--- config.mk ---
export PLATFORM = sky130hd
export DESIGN_NAME = vec_lane_alu
export DESIGN_NICKNAME = d
export VERILOG_FILES = /design/src/rtl/lane_pkg.sv /design/src/rtl/lane_seg_ctl.sv /design/src/rtl/lane_addsub.sv /design/src/rtl/lane_cmp.sv /design/src/rtl/vec_lane_alu.sv
export SDC_FILE = /design/constraint.sdc
export NUM_CORES = 1
export LEC_CHECK = 0
export BUFFER_PORTS_ARGS = -buffer_cell sky130_fd_sc_hd__buf_2
export CORE_MARGIN = 8
export CORE_UTILIZATION = 60
export DETAILED_ROUTE_END_ITERATION = 7
export PLACE_DENSITY = 0.88
export SLEW_MARGIN = 30
export SYNTH_ARGS = -nofsm -noshare
export SYNTH_HDL_FRONTEND = slang
export SYNTH_SLANG_ARGS = --single-unit
--- constraint.sdc ---
create_clock -name clk -period 14.7 [get_ports clk]
set_input_delay 1.47 -clock clk [delete_from_list [all_inputs] [get_ports clk]]
set_output_delay 1.47 -clock clk [all_outputs]
set_load 0.005 [all_outputs]
--- src/rtl/lane_pkg.sv ---
package lane_pkg;

  typedef enum logic [1:0] {
    WID_FULL    = 2'b00,
    WID_HALF    = 2'b01,
    WID_QUARTER = 2'b10,
    WID_RSVD    = 2'b11
  } lane_width_e;

  typedef enum logic [2:0] {
    OP_ADD = 3'd0,
    OP_SUB = 3'd1,
    OP_AND = 3'd2,
    OP_OR  = 3'd3,
    OP_XOR = 3'd4,
    OP_CEQ = 3'd5,
    OP_CLT = 3'd6,
    OP_NOP = 3'd7
  } lane_op_e;

  // Reserved width code folds onto the full-width layout.
  function automatic lane_width_e norm_width(input logic [1:0] raw);
    if (raw == 2'b11) return WID_FULL;
    return lane_width_e'(raw);
  endfunction

  // Signed a < b from the sign bits of a, b and (a - b).
  function automatic logic signed_below(input logic a_msb, input logic b_msb,
                                        input logic d_msb);
    logic ovf;
    ovf = (a_msb ^ b_msb) & (a_msb ^ d_msb);
    return d_msb ^ ovf;
  endfunction

  function automatic logic op_writes(input lane_op_e op);
    return (op == OP_ADD) || (op == OP_SUB) || (op == OP_AND) ||
           (op == OP_OR)  || (op == OP_XOR);
  endfunction

  function automatic logic op_compares(input lane_op_e op);
    return (op == OP_CEQ) || (op == OP_CLT);
  endfunction

endpackage

--- src/rtl/lane_seg_ctl.sv ---
import lane_pkg::*;

// Maps the element layout onto fixed-size segments: where each element
// starts, where it ends, and which mask bit owns each segment.
module lane_seg_ctl #(
  parameter int NSEG = 4
) (
  input  lane_width_e     width,
  input  logic [NSEG-1:0] elem_mask,
  output logic [NSEG-1:0] seg_first,
  output logic [NSEG-1:0] seg_last,
  output logic [NSEG-1:0] seg_mask
);
  localparam int HALF_RUN = NSEG / 2;

  always_comb begin
    for (int s = 0; s < NSEG; s++) begin
      case (width)
        WID_QUARTER: begin
          seg_first[s] = 1'b1;
          seg_last[s]  = 1'b1;
          seg_mask[s]  = elem_mask[s];
        end
        WID_HALF: begin
          seg_first[s] = (s % HALF_RUN) == 0;
          seg_last[s]  = (s % HALF_RUN) == (HALF_RUN - 1);
          seg_mask[s]  = elem_mask[s / HALF_RUN];
        end
        default: begin
          seg_first[s] = (s == 0);
          seg_last[s]  = (s == NSEG - 1);
          seg_mask[s]  = elem_mask[0];
        end
      endcase
    end
  end
endmodule

--- src/rtl/lane_addsub.sv ---
// Segmented adder: the carry into a segment that starts an element is
// replaced by the subtract bit, so elements never exchange carries.
module lane_addsub #(
  parameter int SEG_W = 16,
  parameter int NSEG  = 4,
  localparam int LANE_W = SEG_W * NSEG
) (
  input  logic [LANE_W-1:0] a,
  input  logic [LANE_W-1:0] b,
  input  logic              sub,
  input  logic [NSEG-1:0]   seg_first,
  output logic [LANE_W-1:0] sum
);
  always_comb begin
    logic             carry;
    logic             cin;
    logic [SEG_W:0]   part;
    logic [SEG_W-1:0] bx;
    carry = sub;
    for (int s = 0; s < NSEG; s++) begin
      cin  = seg_first[s] ? sub : carry;
      bx   = b[s*SEG_W +: SEG_W] ^ {SEG_W{sub}};
      part = {1'b0, a[s*SEG_W +: SEG_W]} + {1'b0, bx} + {{SEG_W{1'b0}}, cin};
      sum[s*SEG_W +: SEG_W] = part[SEG_W-1:0];
      carry = part[SEG_W];
    end
  end
endmodule

--- src/rtl/lane_cmp.sv ---
import lane_pkg::*;

// Per-element compare flags, packed so that element i lands in flag bit i.
module lane_cmp #(
  parameter int SEG_W = 16,
  parameter int NSEG  = 4,
  localparam int LANE_W = SEG_W * NSEG
) (
  input  lane_width_e       width,
  input  logic              want_lt,
  input  logic [LANE_W-1:0] a,
  input  logic [LANE_W-1:0] b,
  input  logic [LANE_W-1:0] diff,
  input  logic [NSEG-1:0]   seg_first,
  input  logic [NSEG-1:0]   seg_last,
  input  logic [NSEG-1:0]   seg_mask,
  output logic [NSEG-1:0]   flags
);
  localparam int HALF_RUN = NSEG / 2;

  logic [NSEG-1:0] seg_res;

  always_comb begin
    logic run_eq;
    logic lt;
    run_eq = 1'b1;
    for (int s = 0; s < NSEG; s++) begin
      run_eq = (seg_first[s] | run_eq) &
               (a[s*SEG_W +: SEG_W] == b[s*SEG_W +: SEG_W]);
      lt = signed_below(a[s*SEG_W + SEG_W - 1], b[s*SEG_W + SEG_W - 1],
                        diff[s*SEG_W + SEG_W - 1]);
      seg_res[s] = (want_lt ? lt : run_eq) & seg_mask[s] & seg_last[s];
    end
  end

  always_comb begin
    flags = '0;
    case (width)
      WID_QUARTER: flags = seg_res;
      WID_HALF: begin
        for (int e = 0; e < 2; e++) flags[e] = seg_res[e*HALF_RUN + HALF_RUN - 1];
      end
      default: flags[0] = seg_res[NSEG-1];
    endcase
  end
endmodule

--- src/rtl/vec_lane_alu.sv ---
import lane_pkg::*;

module vec_lane_alu #(
  parameter int SEG_W = 16,
  parameter int NSEG  = 4,
  localparam int LANE_W = SEG_W * NSEG
) (
  input  logic              clk,
  input  logic              rst,
  input  logic              cfg_we,
  input  logic [1:0]        cfg_width,
  input  logic              in_valid,
  input  logic [2:0]        in_op,
  input  logic [NSEG-1:0]   in_mask,
  input  logic [LANE_W-1:0] in_a,
  input  logic [LANE_W-1:0] in_b,
  input  logic [LANE_W-1:0] in_old,
  output logic              out_valid,
  output logic [LANE_W-1:0] out_data,
  output logic [NSEG-1:0]   out_flags
);
  // Width register: read by the operation accepted on the same edge
  // before the new code lands.
  logic [1:0] width_q;
  always_ff @(posedge clk) begin
    if (rst)         width_q <= 2'b00;
    else if (cfg_we) width_q <= cfg_width;
  end

  lane_width_e eff_width;
  lane_op_e    op_w;
  logic        sub_mode;
  logic        is_cmp;
  logic        is_write;
  assign eff_width = norm_width(width_q);
  assign op_w      = lane_op_e'(in_op);
  assign sub_mode  = (op_w == OP_SUB) || (op_w == OP_CLT);
  assign is_cmp    = op_compares(op_w);
  assign is_write  = op_writes(op_w);

  logic [NSEG-1:0] seg_first, seg_last, seg_mask;
  lane_seg_ctl #(.NSEG(NSEG)) u_ctl (
    .width(eff_width), .elem_mask(in_mask),
    .seg_first(seg_first), .seg_last(seg_last), .seg_mask(seg_mask)
  );

  logic [LANE_W-1:0] sum_w;
  lane_addsub #(.SEG_W(SEG_W), .NSEG(NSEG)) u_add (
    .a(in_a), .b(in_b), .sub(sub_mode), .seg_first(seg_first), .sum(sum_w)
  );

  logic [NSEG-1:0] cmp_flags;
  lane_cmp #(.SEG_W(SEG_W), .NSEG(NSEG)) u_cmp (
    .width(eff_width), .want_lt(op_w == OP_CLT),
    .a(in_a), .b(in_b), .diff(sum_w),
    .seg_first(seg_first), .seg_last(seg_last), .seg_mask(seg_mask),
    .flags(cmp_flags)
  );

  logic [LANE_W-1:0] alu_res;
  always_comb begin
    case (op_w)
      OP_AND:  alu_res = in_a & in_b;
      OP_OR:   alu_res = in_a | in_b;
      OP_XOR:  alu_res = in_a ^ in_b;
      default: alu_res = sum_w;
    endcase
  end

  // Named per-segment write events for the merge and the checks.
  logic [NSEG-1:0]   seg_take;
  logic [LANE_W-1:0] merged;
  logic [NSEG-1:0]   flags_next;
  always_comb begin
    for (int s = 0; s < NSEG; s++) begin
      seg_take[s] = is_write & seg_mask[s];
      merged[s*SEG_W +: SEG_W] = seg_take[s] ? alu_res[s*SEG_W +: SEG_W]
                                             : in_old[s*SEG_W +: SEG_W];
    end
    flags_next = is_cmp ? cmp_flags : '0;
  end

  always_ff @(posedge clk) begin
    if (rst) begin
      out_valid <= 1'b0;
      out_data  <= '0;
      out_flags <= '0;
    end else begin
      out_valid <= in_valid;
      if (in_valid) begin
        out_data  <= merged;
        out_flags <= flags_next;
      end
    end
  end

  p_valid_follow_r7: assert property (@(posedge clk) disable iff (rst)
    in_valid |=> out_valid);
  p_idle_quiet_r7: assert property (@(posedge clk) disable iff (rst)
    !in_valid |=> !out_valid);
  p_flags_nocmp_r5: assert property (@(posedge clk) disable iff (rst)
    (in_valid && !is_cmp) |=> (out_flags == '0));
  p_flags_half_r5: assert property (@(posedge clk) disable iff (rst)
    (in_valid && eff_width == WID_HALF) |=> ((out_flags >> 2) == '0));
  p_flags_full_r5: assert property (@(posedge clk) disable iff (rst)
    (in_valid && eff_width == WID_FULL) |=> ((out_flags >> 1) == '0));
  p_mask_hold_r6: assert property (@(posedge clk) disable iff (rst)
    (in_valid && !in_mask[0]) |=> (out_data[SEG_W-1:0] == $past(in_old[SEG_W-1:0])));
  p_reset_clear_r9: assert property (@(posedge clk)
    rst |=> (!out_valid && out_data == '0 && out_flags == '0));
endmodule

# Yosys cells after proc, flatten, opt, wreduce, memory -nomap -nowiden
# Index checks and enable logic that the tools add are counted.
[totals]
ff_bits = 71
in_bits = 205
out_inout_bits = 69
elab_cells = 97
[op_classes]
add_sub_neg = 8
eq_ne = 13
mux = 24
bitwise = 40
n_reduce_logical = 8
[op_table]
columns = ["op", "n"]
rows = [
  ["$pmux W64 S3", 1],
  ["$and A64 B64 Y64", 1],
  ["$eq A16 B16 Y1", 4],
  ["$mux W16", 4],
  ["$or A64 B64 Y64", 1],
  ["$xor A16 B16 Y16", 4],
  ["$xor A64 B64 Y64", 1],
  ["$add A16 B16 Y17", 3],
  ["$add A17 B1 Y17", 3],
  ["$and A1 B1 Y1", 18],
  ["$add A16 B1 Y16", 1],
  ["$add A16 B16 Y16", 1],
  ["$xor A1 B1 Y1", 12],
  ["$mux W1", 11],
  ["$eq A3 B3 Y1 const B", 3],
  ["$pmux W1 S2", 4],
  ["$eq A3 B2 Y1 const B", 2],
  ["$logic_or A1 B1 Y1", 6],
  ["$mux W2", 3],
  ["$eq A2 B2 Y1 const B", 2],
  ["$mux W4", 1],
  ["$eq A3 B1 Y1 const B", 1],
  ["$logic_not A3 Y1", 1],
  ["$or A1 B1 Y1", 3],
  ["2 further kinds", 2],
]

# Longest topological paths before layout
# Gate-level depths: netlist (run 1).
[depth]
ltp_word = 18
ltp_mapped = 46
ltp_nobuf = 43

# By module
# From an unflattened synthesis (run 1), not the netlist that was laid out.
[unflattened]
cells_unflattened = 1499
area_unflattened_um2 = 11950.2
[modules_own_cells]
columns = ["mod", "n_inst", "cells_per_inst", "area_per_inst_um2", "seq_area_each_um2"]
rows = [
  ["vec_lane_alu", 1, 895, 7342.0, 1421.4],
  ["lane_addsub", 1, 460, 3509.6, 0.0],
  ["lane_cmp", 1, 123, 949.7, 0.0],
  ["lane_seg_ctl", 1, 21, 148.9, 0.0],
]

# Worst setup path before layout (run 1)
# OpenSTA, ideal clock, no wires.
[synth_path]
path_type = "input to register"
from = "input port in_op[1]"
to = "register out_flags[0]"
setup_ns = 0.115
t_arrival_ns = 10.367
required_time_ns = 14.585
setup_slack_ns = 4.219
path_stages = 45
n_path_buf = 4
cell_sequence = "buf_6 and3b_1 buf_2 nor2_1 buf_1 buf_1 xnor2_1 ha_1 o21a_1 o21ai_0 nand2b_1 and3_1 a221oi_1 o211a_1 o21ai_0 o311a_1 fa_1 fa_1 (+9 left out) fa_1 nor2b_1 o21ai_1 a21boi_1 o211ai_1 a21boi_0 o21ai_1 a21oi_1 o211ai_1 fa_1 nand2b_1 a21oi_2 o211ai_4 a211oi_4 mux2_4 o311a_1 a221o_1 o21a_1"
[synth_via]
elab_chain_cells = 18
word_cells_on_any_way = 39
classes_between = "add/sub: 8; eq/ne: 3; mux: 8; bitwise: 18; reduce/logical: 2"
[synth_rtl]
columns = ["item", "line", "rtl"]
rows = [
  ["start: declaration", "vec_lane_alu.sv:13", "input logic [2:0] in_op,"],
  ["$eq A3 B1 Y1 or $eq A3 B3 Y1 (tied branches)", "vec_lane_alu.sv:37, lane_pkg.sv:41, vec_lane_alu.sv:54", ""],
  ["$logic_or A1 B1 Y1", "vec_lane_alu.sv:37", "assign sub_mode = (op_w == OP_SUB) || (op_w == OP_CLT);"],
  ["$xor A16 B16 Y16", "lane_addsub.sv:22", "bx = b[s*SEG_W +: SEG_W] ^ {SEG_W{sub}};"],
  ["$add A16 B16 Y17", "lane_addsub.sv:23", "part = {1'b0, a[s*SEG_W +: SEG_W]} + {1'b0, bx} + {{SEG_W{1'b0}}, cin};"],
  ["$add A17 B1 Y17", "lane_addsub.sv:23", ""],
  ["$mux W1", "lane_addsub.sv:21", "cin = seg_first[s] ? sub : carry;"],
  ["$add A17 B1 Y17", "lane_addsub.sv:23", ""],
  ["$mux W1", "lane_addsub.sv:21", ""],
  ["(+2 left out)", "n/a", ""],
  ["$add A16 B1 Y16", "lane_addsub.sv:23", ""],
  ["$xor A1 B1 Y1", "lane_pkg.sv:31", "ovf = (a_msb ^ b_msb) & (a_msb ^ d_msb);"],
  ["$and A1 B1 Y1", "lane_pkg.sv:31", ""],
  ["$xor A1 B1 Y1", "lane_pkg.sv:32", "return d_msb ^ ovf;"],
  ["$mux W1", "lane_cmp.sv:32", "seg_res[s] = (want_lt ? lt : run_eq) & seg_mask[s] & seg_last[s];"],
  ["$and A1 B1 Y1", "lane_cmp.sv:32", ""],
  ["$pmux W1 S2", "lane_cmp.sv:38", "case (width)"],
  ["$mux W4 (*)", "vec_lane_alu.sv:80", "flags_next = is_cmp ? cmp_flags : '0;"],
  ["end signal: assignment", "vec_lane_alu.sv:92", "out_flags <= flags_next;"],
  ["end: declaration", "vec_lane_alu.sv:20", "output logic [NSEG-1:0] out_flags"],
]
# Mark *: on every way between the ends. The rest lies on a longest branch, timed or not.
# A chain may end at the register's enable or synchronous reset.

# Worst setup path in the final report (run 1)
[layout_path]
from = "input port in_op[0]"
to = "register out_data[60]"
[layout_via]
elab_chain_cells = 13
word_cells_on_any_way = 29
classes_between = "add/sub: 8; eq/ne: 5; mux: 5; bitwise: 5; reduce/logical: 6"
[layout_rtl]
columns = ["item", "line", "rtl"]
rows = [
  ["$eq A3 B1 Y1 or $eq A3 B3 Y1 (tied branches)", "lane_pkg.sv:36, vec_lane_alu.sv:37", ""],
  ["$logic_or A1 B1 Y1", "vec_lane_alu.sv:37", ""],
  ["$xor A16 B16 Y16", "lane_addsub.sv:22", ""],
  ["$add A16 B16 Y17", "lane_addsub.sv:23", ""],
  ["$add A17 B1 Y17", "lane_addsub.sv:23", ""],
  ["$mux W1", "lane_addsub.sv:21", ""],
  ["$add A17 B1 Y17", "lane_addsub.sv:23", ""],
  ["$mux W1", "lane_addsub.sv:21", ""],
  ["$add A17 B1 Y17", "lane_addsub.sv:23", ""],
  ["$mux W1", "lane_addsub.sv:21", ""],
  ["$add A16 B1 Y16", "lane_addsub.sv:23", ""],
  ["$pmux W64 S3", "vec_lane_alu.sv:62", "case (op_w)"],
  ["$mux W16 (*)", "vec_lane_alu.sv:77", "merged[s*SEG_W +: SEG_W] = seg_take[s] ? alu_res[s*SEG_W +: SEG_W]"],
  ["end signal: assignment", "vec_lane_alu.sv:91", "out_data <= merged;"],
  ["end: declaration", "vec_lane_alu.sv:19", "output logic [LANE_W-1:0] out_data,"],
]
# Marked as above.

==> results of run 1 <==
-- placed cells by master, fill, tap and decap left out, types with 9 or more instances in the layout --
| master | n |
|---|---|
| o211ai_1 | 13 |
| nor2b_1 | 10 |
| clkbuf_16 | 9 |
| and3_1 | 10 |
| nor4_1 | 17 |
| o21ai_0 | 55 |
| dfxtp_1 | 71 |
| a31oi_1 | 12 |
| nand2_1 | 71 |
| mux2i_1 | 13 |
| nand4_1 | 9 |
| a21oi_1 | 151 |
| a21o_1 | 21 |
| nor3_1 | 28 |
| buf_2 | 271 |
| nand2b_1 | 13 |
| o22ai_1 | 28 |
| nor2_1 | 151 |
| buf_4 | 13 |
| a221oi_1 | 10 |
| a221o_1 | 10 |
| or3_1 | 11 |
| o221ai_1 | 9 |
| nand3_1 | 23 |
| xor2_1 | 18 |
| inv_1 | 157 |
| ha_1 | 189 |
| a211oi_1 | 59 |
| o21a_1 | 13 |
| xnor2_1 | 86 |
-- sequential cells by signal, summed over array words and instances (netlist names) --
register / flops
out_data: 64
out_flags: 4
width_q: 2
out_valid: 1
-- cells by family (layout without fill, tap and decap cells) --
group | count (synthesis) | after routing | share of synthesized area
compound gates | 453 | 453 | 0.2821
xor+xnor | 104 | 104 | 0.08541
fa+ha+maj | 196 | 196 | 0.2349
buf+inv | 234 | 458 | 0.08681
flops | 71 | 71 | 0.1333
mux | 14 | 14 | 0.01361
other cells | 0 | 8 | 0
simple gates | 373 | 373 | 0.1639
-- per-stage QoR --
| step | hold slack [ns] | power (mW) | setup WS [ns] | cells | instance area, sq um |
|---|---|---|---|---|---|
| global route | 0.4902 | 0.9914 | 2.721 | 1900 | 12410 |
| global placement | 0.4523 | 0.6772 | 3.637 | 1878 | 12090 |
| floorplan | 0.4618 | 0.5502 | 4.219 | 1445 | 10670 |
| finish | 0.4664 | 0.9306 | 3.599 | 1902 | 12410 |
| detailed placement | 0.4537 | 0.6888 | 3.363 | 1878 | 12090 |
| CTS | 0.4637 | 0.9247 | 3.674 | 1894 | 12390 |
-- layout make-up --
class / count / area, sq um
Antenna cell: 8 / 20.02
Clock buffer: 10 / 239.0
Clock inverter: 6 / 60.06
Fill cell: 1454 / 4942
Inverter: 158 / 593.1
Multi-Input combinational cell: 1140 / 8346
Sequential cell: 71 / 1421
Tap cell: 225 / 281.5
Timing Repair Buffer: 284 / 1454
-- worst min-delay path: stages (launching register included) --
cell     delay (ns)
dfxtp_1        0.31
nand2_1        0.06
a21oi_1        0.06
-- layer usage --
layer | wire length (microns) | up-vias
met5 | 37 | -
met4 | 1485 | 6
met3 | 3659 | 103
met2 | 16840 | 590
met1 | 14350 | 5460
li1 | - | 5607
-- Yosys cell counts (4+ instances only) --
cell	number	area share
a2111oi_0	6	0.0049
a211oi_1	59	0.042
a21boi_0	6	0.0042
a21o_1	21	0.015
a21oi_1	151	0.071
a221o_1	10	0.0094
a221oi_1	10	0.0082
a311oi_1	6	0.0049
a31oi_1	12	0.0070
and2_1	5	0.0029
and3_1	10	0.0059
buf_1	16	0.0056
clkbuf_1	53	0.019
dfxtp_1	71	0.13
fa_1	7	0.013
ha_1	189	0.22
inv_1	157	0.055
mux2i_1	13	0.012
nand2_1	72	0.025
nand2b_1	14	0.0082
nand3_1	23	0.011
nand4_1	9	0.0053
nor2_1	153	0.054
nor2b_1	11	0.0065
nor3_1	28	0.013
nor4_1	17	0.010
o2111ai_1	5	0.0041
o211ai_1	13	0.0092
o21a_1	13	0.0092
o21ai_0	55	0.026
o21ai_1	5	0.0023
o21bai_1	4	0.0028
o221ai_1	9	0.0074
o22ai_1	28	0.016
o311a_1	4	0.0038
o31ai_1	7	0.0049
o32ai_1	6	0.0049
or3_1	11	0.0065
xnor2_1	86	0.071
xor2_1	18	0.015
-- power by group through the flow --
| stage | clock, mW | combinational (mW) | sequential, mW |
|---|---|---|---|
| floorplan | 0 | 0.327 | 0.223 |
| global placement | 0 | 0.455 | 0.223 |
| detailed placement | 0 | 0.466 | 0.223 |
| CTS | 0.235 | 0.470 | 0.219 |
| global route | 0.240 | 0.530 | 0.221 |
| finish | 0.233 | 0.478 | 0.219 |
-- how the worst max path moves through the flow --
stage | from | to | slack (ns)
6_report | in_op[0] | out_data[60] | 3.60
2_1_floorplan | in_op[1] | out_flags[0] | 4.22
3_3_place_gp | in_op[0] | out_data[60] | 3.64
4_1_cts | in_op[0] | out_data[60] | 3.67
3_5_place_dp | in_op[0] | out_data[60] | 3.36
5_1_grt | in_op[0] | out_data[60] | 2.72
==> impl_metrics.py, run 1 <==
metrics = {
    "grt": {
        "grt_pass1_vias": 11724,
        "busiest_layer": "met2",
        "grt_antenna_before_repair": 9,
        "grt_usage": 0.3178,
        "grt_max_degree": 91,
        "grt_pass1_wl_microns": 58070,
        "grt_use_met2": 0.5244,
        "use_met3": 0.09011,
        "grt_overflow": 0,
        "met1_usage": 0.3715,
    },
    "power": {
        "vdd_drop_max_v": 0.00006142,
        "swShare": 0.4126,
        "pwr-share-comb": 0.514,
        "power.switching_uw": 384.0,
        "power_frac_seq": 0.235,
        "power_leakage_nw": 6.160,
        "powerDensity_nw_per_um2": 74.96,
        "p_int_uw": 546.6,
        "clock_power_share": 0.251,
    },
    "critical_path": {
        "crit_arrival_ns": 11.30,
        "cp_top_family": "compound AO/OA/AOI/OAI gates",
        "cp.buffers_inverters": 1,
        "r2r_end": "out_data[60]",
        "worstSetupPathDepth": 43,
        "r2r_slack_ns": 6.55,
        "worst-path-max-fanout": 40,
        "critPathCaptureType": "flop",
        "worstReg2RegStart": "width_q[0]",
        "startpoint_type": "input port",
        "max_stage_delay_ns": 0.54,
        "cpMaxStageDelayCell": "a221oi_1",
        "worstPathRequired_ns": 14.89,
        "cpMostUsedCell": "fa_1",
        "critical_path_class": "input port to flop",
        "reg2regPathDepth": 34,
    },
    "cts": {
        "clkSinkCount": 71,
        "cts_tree": "yes",
        "htree_levels": 3,
        "postCtsHoldBufs": 0,
        "path_clk_slew_ns": 0.06,
        "clockBufferDepth": 2,
        "cts_resized": 0,
        "clock-root-buffer": "clkbuf_16",
        "post_cts_buffers": 0,
        "cts_made_buffers": 9,
        "clkLatencyLatePin_ns": 0.35,
    },
    "sta": {
        "hold_violations": 0,
        "finalCriticalPeriod_ns": 11.10,
        "setup_tns_ns": 0,
        "post-route-period-util": 0.7552,
        "max_freq_mhz": 90.08,
        "relSlewSlack": 0.3453,
        "final-setup-viol-count": 0,
        "clock_skew_ns": 0.007181,
        "slew_violations": 0,
        "tightest_slew_ns": 0.9820,
        "rsz0062_at_grt": "false",
    },
    "floorplanning": {
        "die_h_microns": 149.3,
        "core_sq_um": 17360,
        "die_area_sq_um": 22300,
        "die_x_microns": 149.3,
        "start_util": 0.6145,
        "rows": 48,
        "io_pins": 274,
    },
    "cells_and_area": {
        "fin_util": 0.7153,
        "drive_above_1_share": 0.1965,
        "fin_nets": 2065,
        "syn_to_final_growth_pct": 16.40,
    },
    "logic_synthesis": {
        "syn_avg_cell_area_sq_um": 7.381,
        "synth-async-reset-ratio": 0,
        "ys_warn_count": 0,
        "seq_area_frac_synth": 0.1333,
        "synth_edf_count": 0,
        "synth_fp_nets": 1846,
        "synth_seq_cells": 71,
        "syn-cell-area_sq_um": 10670,
        "synth_ff_type": "dfxtp_1",
        "syn_inst": 1445,
        "yosysUniqueCellTypes": 76,
    },
    "detailed_routing": {
        "via_per_inst": 6.186,
        "route.vias.total": 11766,
        "routed_wl_microns": 36380,
        "drt_first_pass_iters": 5,
        "drt_iter0_markers": 861,
        "drcViolationCount": 0,
        "wl_per_cell_microns": 19.13,
        "ant_nets": 0,
    },
    "placed_design": {
        "gp_congestion": 0.9275,
        "detailed_place_hpwl_microns": 27590,
        "portBuffers": 273,
    },
    "min_path": {
        "min_path_cells": 2,
        "hp-start": "out_data[59]",
        "hold_path_end": "out_data[59]",
        "hold_path_class": "flop to flop",
    },
    "flow_run": {
        "max_cap_violations": 0,
    },
    "outcome": {
        "status": "complete, no violations",
    },
}
Note: power is estimated with default switching activity, not from simulation.
==> inputs of run 2 (changes only) <==
- CORE_UTILIZATION: 60 -> 56
- PLACE_DENSITY: 0.88 -> 0.83
- clock period: 14.7 -> 10.7 ns (I/O delays scaled with it)
==> run 2 against run 1 <==
  * Final cell count up 0.68%
  * Combinational power up 38%
  * Clock power rose by 52%
  * Worst hold slack better by 0.0041 ns
  * Worst setup slack got worse by 2.8 ns
  * Highest routed layer unchanged
  * Non-clock buffer count up 5
  * Count of clock-buffer cells in the layout is the same
  * Critical endpoint unchanged
  * Register-to-register slack got worse by 3.7 ns
  * Final area is 0.80% higher
  * Routed wire length rose by 1.2%
==> impl_metrics.py, run 2 (synthesized netlist as in run 1, its figures left out) <==
metrics = {
    "grt": {
        "grt_pass1_wl_microns": 57440,
        "grt_antenna_before_repair": 8,
        "grt_max_degree": 88,
        "grt_use_met2": 0.4903,
        "busiest_layer": "met2",
        "grt_overflow": 0,
        "grt_usage": 0.2955,
        "use_met3": 0.06614,
        "met1_usage": 0.3624,
        "grt_pass1_vias": 11348,
    },
    "critical_path": {
        "r2r_slack_ns": 2.84,
        "critical_path_class": "input port to flop",
        "worstReg2RegStart": "width_q[1]",
        "reg2regPathDepth": 33,
        "critPathLaunch": "in_op[2]",
        "worst-path-max-fanout": 11,
        "max_stage_delay_ns": 0.46,
        "critPathCaptureType": "flop",
        "worstPathRequired_ns": 10.91,
        "r2r_end": "out_data[60]",
        "cpMaxStageDelayCell": "fa_1",
        "startpoint_type": "input port",
        "crit_arrival_ns": 10.16,
        "cpMostUsedCell": "fa_1",
    },
    "cells_and_area": {
        "top_regs": "out_data x64, out_flags x4, width_q x2",
        "fillers": 1638,
        "layout_common_cells": "buf_2 (271), ha_1 (189), inv_1 (157), nor2_1 (151), a21oi_1 (151)",
        "drive_above_1_share": 0.2007,
        "fin_nets": 2070,
        "largest_reg_flops": 64,
        "final_cells": 1915,
        "fin_area_sq_um": 12510,
        "syn_to_final_growth_pct": 17.33,
        "final_common_cell": "buf_2",
        "largest_register": "out_data",
        "fin_util": 0.6690,
    },
    "detailed_routing": {
        "wl_per_cell_microns": 19.23,
        "route.vias.total": 11616,
        "routed_wl_microns": 36820,
        "drt_iter0_markers": 881,
        "via_per_inst": 6.066,
        "ant_nets": 0,
        "drt_first_pass_iters": 5,
        "drcViolationCount": 0,
    },
    "sta": {
        "max_freq_mhz": 100.5,
        "finalCriticalPeriod_ns": 9.950,
        "final-setup-viol-count": 0,
        "hold_violations": 0,
        "slew_violations": 0,
        "post-route-period-util": 0.9299,
        "tightest_slew_ns": 0.9634,
        "rsz0062_at_grt": "false",
        "setup_tns_ns": 0,
        "clock_skew_ns": 0.008418,
        "relSlewSlack": 0.3562,
    },
    "cts": {
        "cts_made_buffers": 9,
        "cts_tree": "yes",
        "postCtsHoldBufs": 0,
        "clock-root-buffer": "clkbuf_16",
        "clockBufferDepth": 2,
        "post_cts_buffers": 0,
        "clkSinkCount": 71,
        "clkLatencyLatePin_ns": 0.36,
        "path_clk_slew_ns": 0.07,
        "htree_levels": 3,
        "cts_resized": 0,
    },
    "power": {
        "power_leakage_nw": 6.204,
        "vdd_drop_max_v": 0.00008059,
        "powerDensity_nw_per_um2": 105.0,
        "p_total_mw": 1.314,
    },
    "floorplanning": {
        "die_x_microns": 154.0,
        "start_util": 0.5702,
        "core_sq_um": 18710,
        "die_h_microns": 154.0,
        "rows": 50,
        "die_area_sq_um": 23720,
        "io_pins": 274,
    },
    "placed_design": {
        "detailed_place_hpwl_microns": 27920,
        "placed_area_sq_um": 12150,
        "gp_congestion": 0.9511,
        "dp_cells": 1892,
        "portBuffers": 273,
    },
    "min_path": {
        "hold_path_end": "out_data[6]",
        "hold_path_class": "flop to flop",
        "hp-start": "out_data[6]",
        "min_path_cells": 2,
    },
    "outcome": {
        "status": "complete, no violations",
    },
    "flow_run": {
        "max_cap_violations": 0,
    },
}
==> run 2: metal layers <==
layer  routed length (microns)  vias to the layer above
met3                      3297                       80
met4                      1206                        4
met1                     15400                     5385
met2                     16890                      538
met5                        23                        -
li1                          -                     5609
==> run 2: how the worst max path moves through the flow <==
stage	to	slack, ns	depth (start not counted)
floorplan	out_flags[0]	0.62	45
global placement	out_data[60]	0.40	43
detailed placement	out_data[60]	0.11	43
CTS	out_data[60]	0.49	43
global route	out_data[60]	0.01	43
finish	out_data[60]	0.75	43
==> run 2: cell type report <==
class	instances	area, sq um	area share
Multi-Input combinational cell	1140	8352	0.6674
Timing Repair Buffer	289	1504	0.1202
Clock buffer	10	239.0	0.01910
Clock inverter	6	93.84	0.007499
Antenna cell	7	17.52	0.001400
Tap cell	234	292.8	0.02340
Inverter	158	593.1	0.04740
Sequential cell	71	1421	0.1136
==> run 2: report_power, final <==
group          switching (mW)  total [mW]  internal [mW]
sequential             0.0130       0.301          0.288
combinational           0.381       0.661          0.280
clock                   0.140       0.353          0.212
==> run 2: critical path, delay by kind of cell <==
kind | cells | cell delay (ns)
compound gates | 26 | 5.18
fa+ha+maj | 7 | 2.22
simple gates | 8 | 1.33
buf+inv | 1 | 0.17
xor+xnor | 1 | 0.16
==> run 2: metrics by stage <==
step           setup WS [ns]  hold WS, ns
2_1_floorplan         0.6189       0.4618
3_3_place_gp          0.4046       0.4499
3_5_place_dp          0.1095       0.4602
4_1_cts               0.4864       0.4706
5_1_grt              0.01070       0.4985
6_report              0.7500       0.4705
==> inputs of run 3 (changes only) <==
- CORE_ASPECT_RATIO: not set -> 0.6
==> run 3 against run 2 <==
  * Clock skew is 0.0033 ns lower
  * Worst hold slack better by 0.0038 ns
  * Fmax is 2.5% lower
  * Highest routed layer unchanged
==> impl_metrics.py, run 3 (synthesized netlist as in run 1, its figures left out) <==
metrics = {
    "cells_and_area": {
        "final_cells": 1924,
        "syn_to_final_growth_pct": 18.08,
        "fin_nets": 2074,
        "largest_reg_flops": 64,
        "final_common_cell": "buf_2",
        "drive_above_1_share": 0.2050,
        "largest_register": "out_data",
        "top_regs": "out_data x64, out_flags x4, width_q x2",
        "num_antenna_cells": 0,
        "layout_common_cells": "buf_2 (271), ha_1 (189), inv_1 (157), nor2_1 (151), a21oi_1 (149)",
    },
    "sta": {
        "clock_skew_ns": 0.005122,
        "final-setup-viol-count": 0,
        "finalCriticalPeriod_ns": 10.21,
        "max_freq_mhz": 97.94,
        "hold_violations": 0,
        "post-route-period-util": 0.9542,
        "slew_violations": 0,
        "relSlewSlack": 0.3890,
        "tightest_slew_ns": 0.9164,
    },
    "critical_path": {
        "worst-path-max-fanout": 11,
        "cpMostUsedCell": "fa_1",
        "critPathCaptureType": "flop",
        "cp_top_family": "compound AO/OA/AOI/OAI gates",
        "crit_path_end": "out_data[58]",
        "critPathLaunch": "in_op[2]",
        "worstPathRequired_ns": 10.91,
        "worstSetupPathDepth": 44,
        "crit_arrival_ns": 10.42,
        "r2r_slack_ns": 2.64,
        "max_stage_delay_ns": 0.48,
        "reg2regPathDepth": 33,
        "worstReg2RegStart": "width_q[1]",
        "critical_path_class": "input port to flop",
        "r2r_end": "out_data[58]",
        "cp.buffers_inverters": 2,
        "startpoint_type": "input port",
        "cpMaxStageDelayCell": "fa_1",
    },
    "cts": {
        "htree_levels": 3,
        "cts_tree": "yes",
        "clkSinkCount": 71,
        "cts_made_buffers": 9,
        "clkLatencyLatePin_ns": 0.35,
        "clockBufferDepth": 2,
        "path_clk_slew_ns": 0.06,
        "clock-root-buffer": "clkbuf_16",
        "postCtsHoldBufs": 0,
    },
    "placed_design": {
        "portBuffers": 273,
        "detailed_place_hpwl_microns": 30910,
        "dp_cells": 1903,
        "gp_congestion": 0.9479,
    },
    "floorplanning": {
        "die_area_sq_um": 23860,
        "io_pins": 274,
        "start_util": 0.5662,
        "die_x_microns": 194.2,
        "die_h_microns": 122.9,
        "core_sq_um": 18840,
        "rows": 39,
    },
    "grt": {
        "grt_overflow": 0,
        "grt_pass1_wl_microns": 61270,
        "grt_usage": 0.3185,
        "grt_max_degree": 63,
        "grt_pass1_vias": 11295,
        "grt_antenna_before_repair": 5,
    },
    "power": {
        "pwr-share-comb": 0.497,
        "vdd_drop_max_v": 0.00007847,
        "p_int_uw": 822.6,
        "power_frac_seq": 0.220,
        "powerDensity_nw_per_um2": 109.2,
        "power.switching_uw": 552.1,
        "swShare": 0.4016,
        "clock_power_share": 0.283,
        "power_leakage_nw": 6.239,
        "p_total_mw": 1.375,
    },
    "detailed_routing": {
        "routed_wl_microns": 39880,
        "drt_first_pass_iters": 6,
        "wl_per_cell_microns": 20.73,
        "ant_nets": 0,
        "route.vias.total": 11893,
        "via_per_inst": 6.181,
        "drt_iter0_markers": 1184,
        "drcViolationCount": 0,
    },
    "outcome": {
        "status": "complete, no violations",
    },
    "flow_run": {
        "max_cap_violations": 0,
    },
    "min_path": {
        "hold_path_class": "flop to flop",
    },
}
run 3: area by class of cell:
type	count	area, sq um
multi-input cells	1140	8388
fillers	1661	6242
repair buffers	293	1521
flip-flops and latches	71	1421
inverters	158	593.1
well taps	246	307.8
clock buffers	10	229.0
clock inverters	6	132.6
run 3: stage by stage:
| stage | hold slack, ns | cell area [sq um] | util | setup slack, ns | TNS [ns] |
|---|---|---|---|---|---|
| after floorplan | 0.4618 | 10670 | - | 0.6189 | 0 |
| after global placement | 0.4504 | 12140 | 0.6447 | 0.2881 | 0 |
| after detailed placement | 0.4639 | 12140 | 0.6447 | -0.09298 | -0.09372 |
| after CTS | 0.4755 | 12510 | 0.6639 | 0.2010 | 0 |
| after global routing | 0.4957 | 12590 | 0.6686 | -0.1064 | -0.2845 |
| final | 0.4743 | 12590 | 0.6686 | 0.4902 | 0 |
run 3: worst reg2reg max path: cells and delay by family, from the launching register on:
kind | cells | cell delay, ns
DFF | 1 | 0.41
xor gates and xnor gates | 1 | 0.12
adders and majority gates | 7 | 2.54
AOI/OAI and AO/OA | 20 | 4.22
and+or+nand+nor | 5 | 0.64
run 3: worst min path at each step:
stage          slack [ns]            to  cells past startpoint          from
2_1_floorplan        0.46   out_data[3]                      2   out_data[3]
3_3_place_gp         0.45   out_data[3]                      2   out_data[3]
4_1_cts              0.48  out_data[27]                      2  out_data[27]
6_report             0.47  out_data[27]                      2  out_data[27]
5_1_grt              0.50  out_data[27]                      2  out_data[27]
3_5_place_dp         0.46  out_flags[2]                      2  out_flags[2]
run 3: routing by layer:
metal	track usage	part of all wire	vias to the layer above
met5	0	0.0019	-
met4	0.08266	0.021	10
met3	0.09731	0.11	73
met2	0.4807	0.41	669
met1	0.4379	0.46	5535
li1	-	-	5606
run 3: power groups by stage:
stage | Combinational, mW | Sequential [mW] | Clock, mW
global placement | 0.642 | 0.306 | 0
global route | 0.751 | 0.304 | 0.401
finish | 0.683 | 0.302 | 0.390
detailed placement | 0.656 | 0.307 | 0
floorplan | 0.449 | 0.307 | 0
CTS | 0.661 | 0.302 | 0.391
run 3: timing repair:
item / CTS / global route
resized for setup: 0 / 10
setup endpoints to repair: 0 / 13
setup buffers: 0 / 5
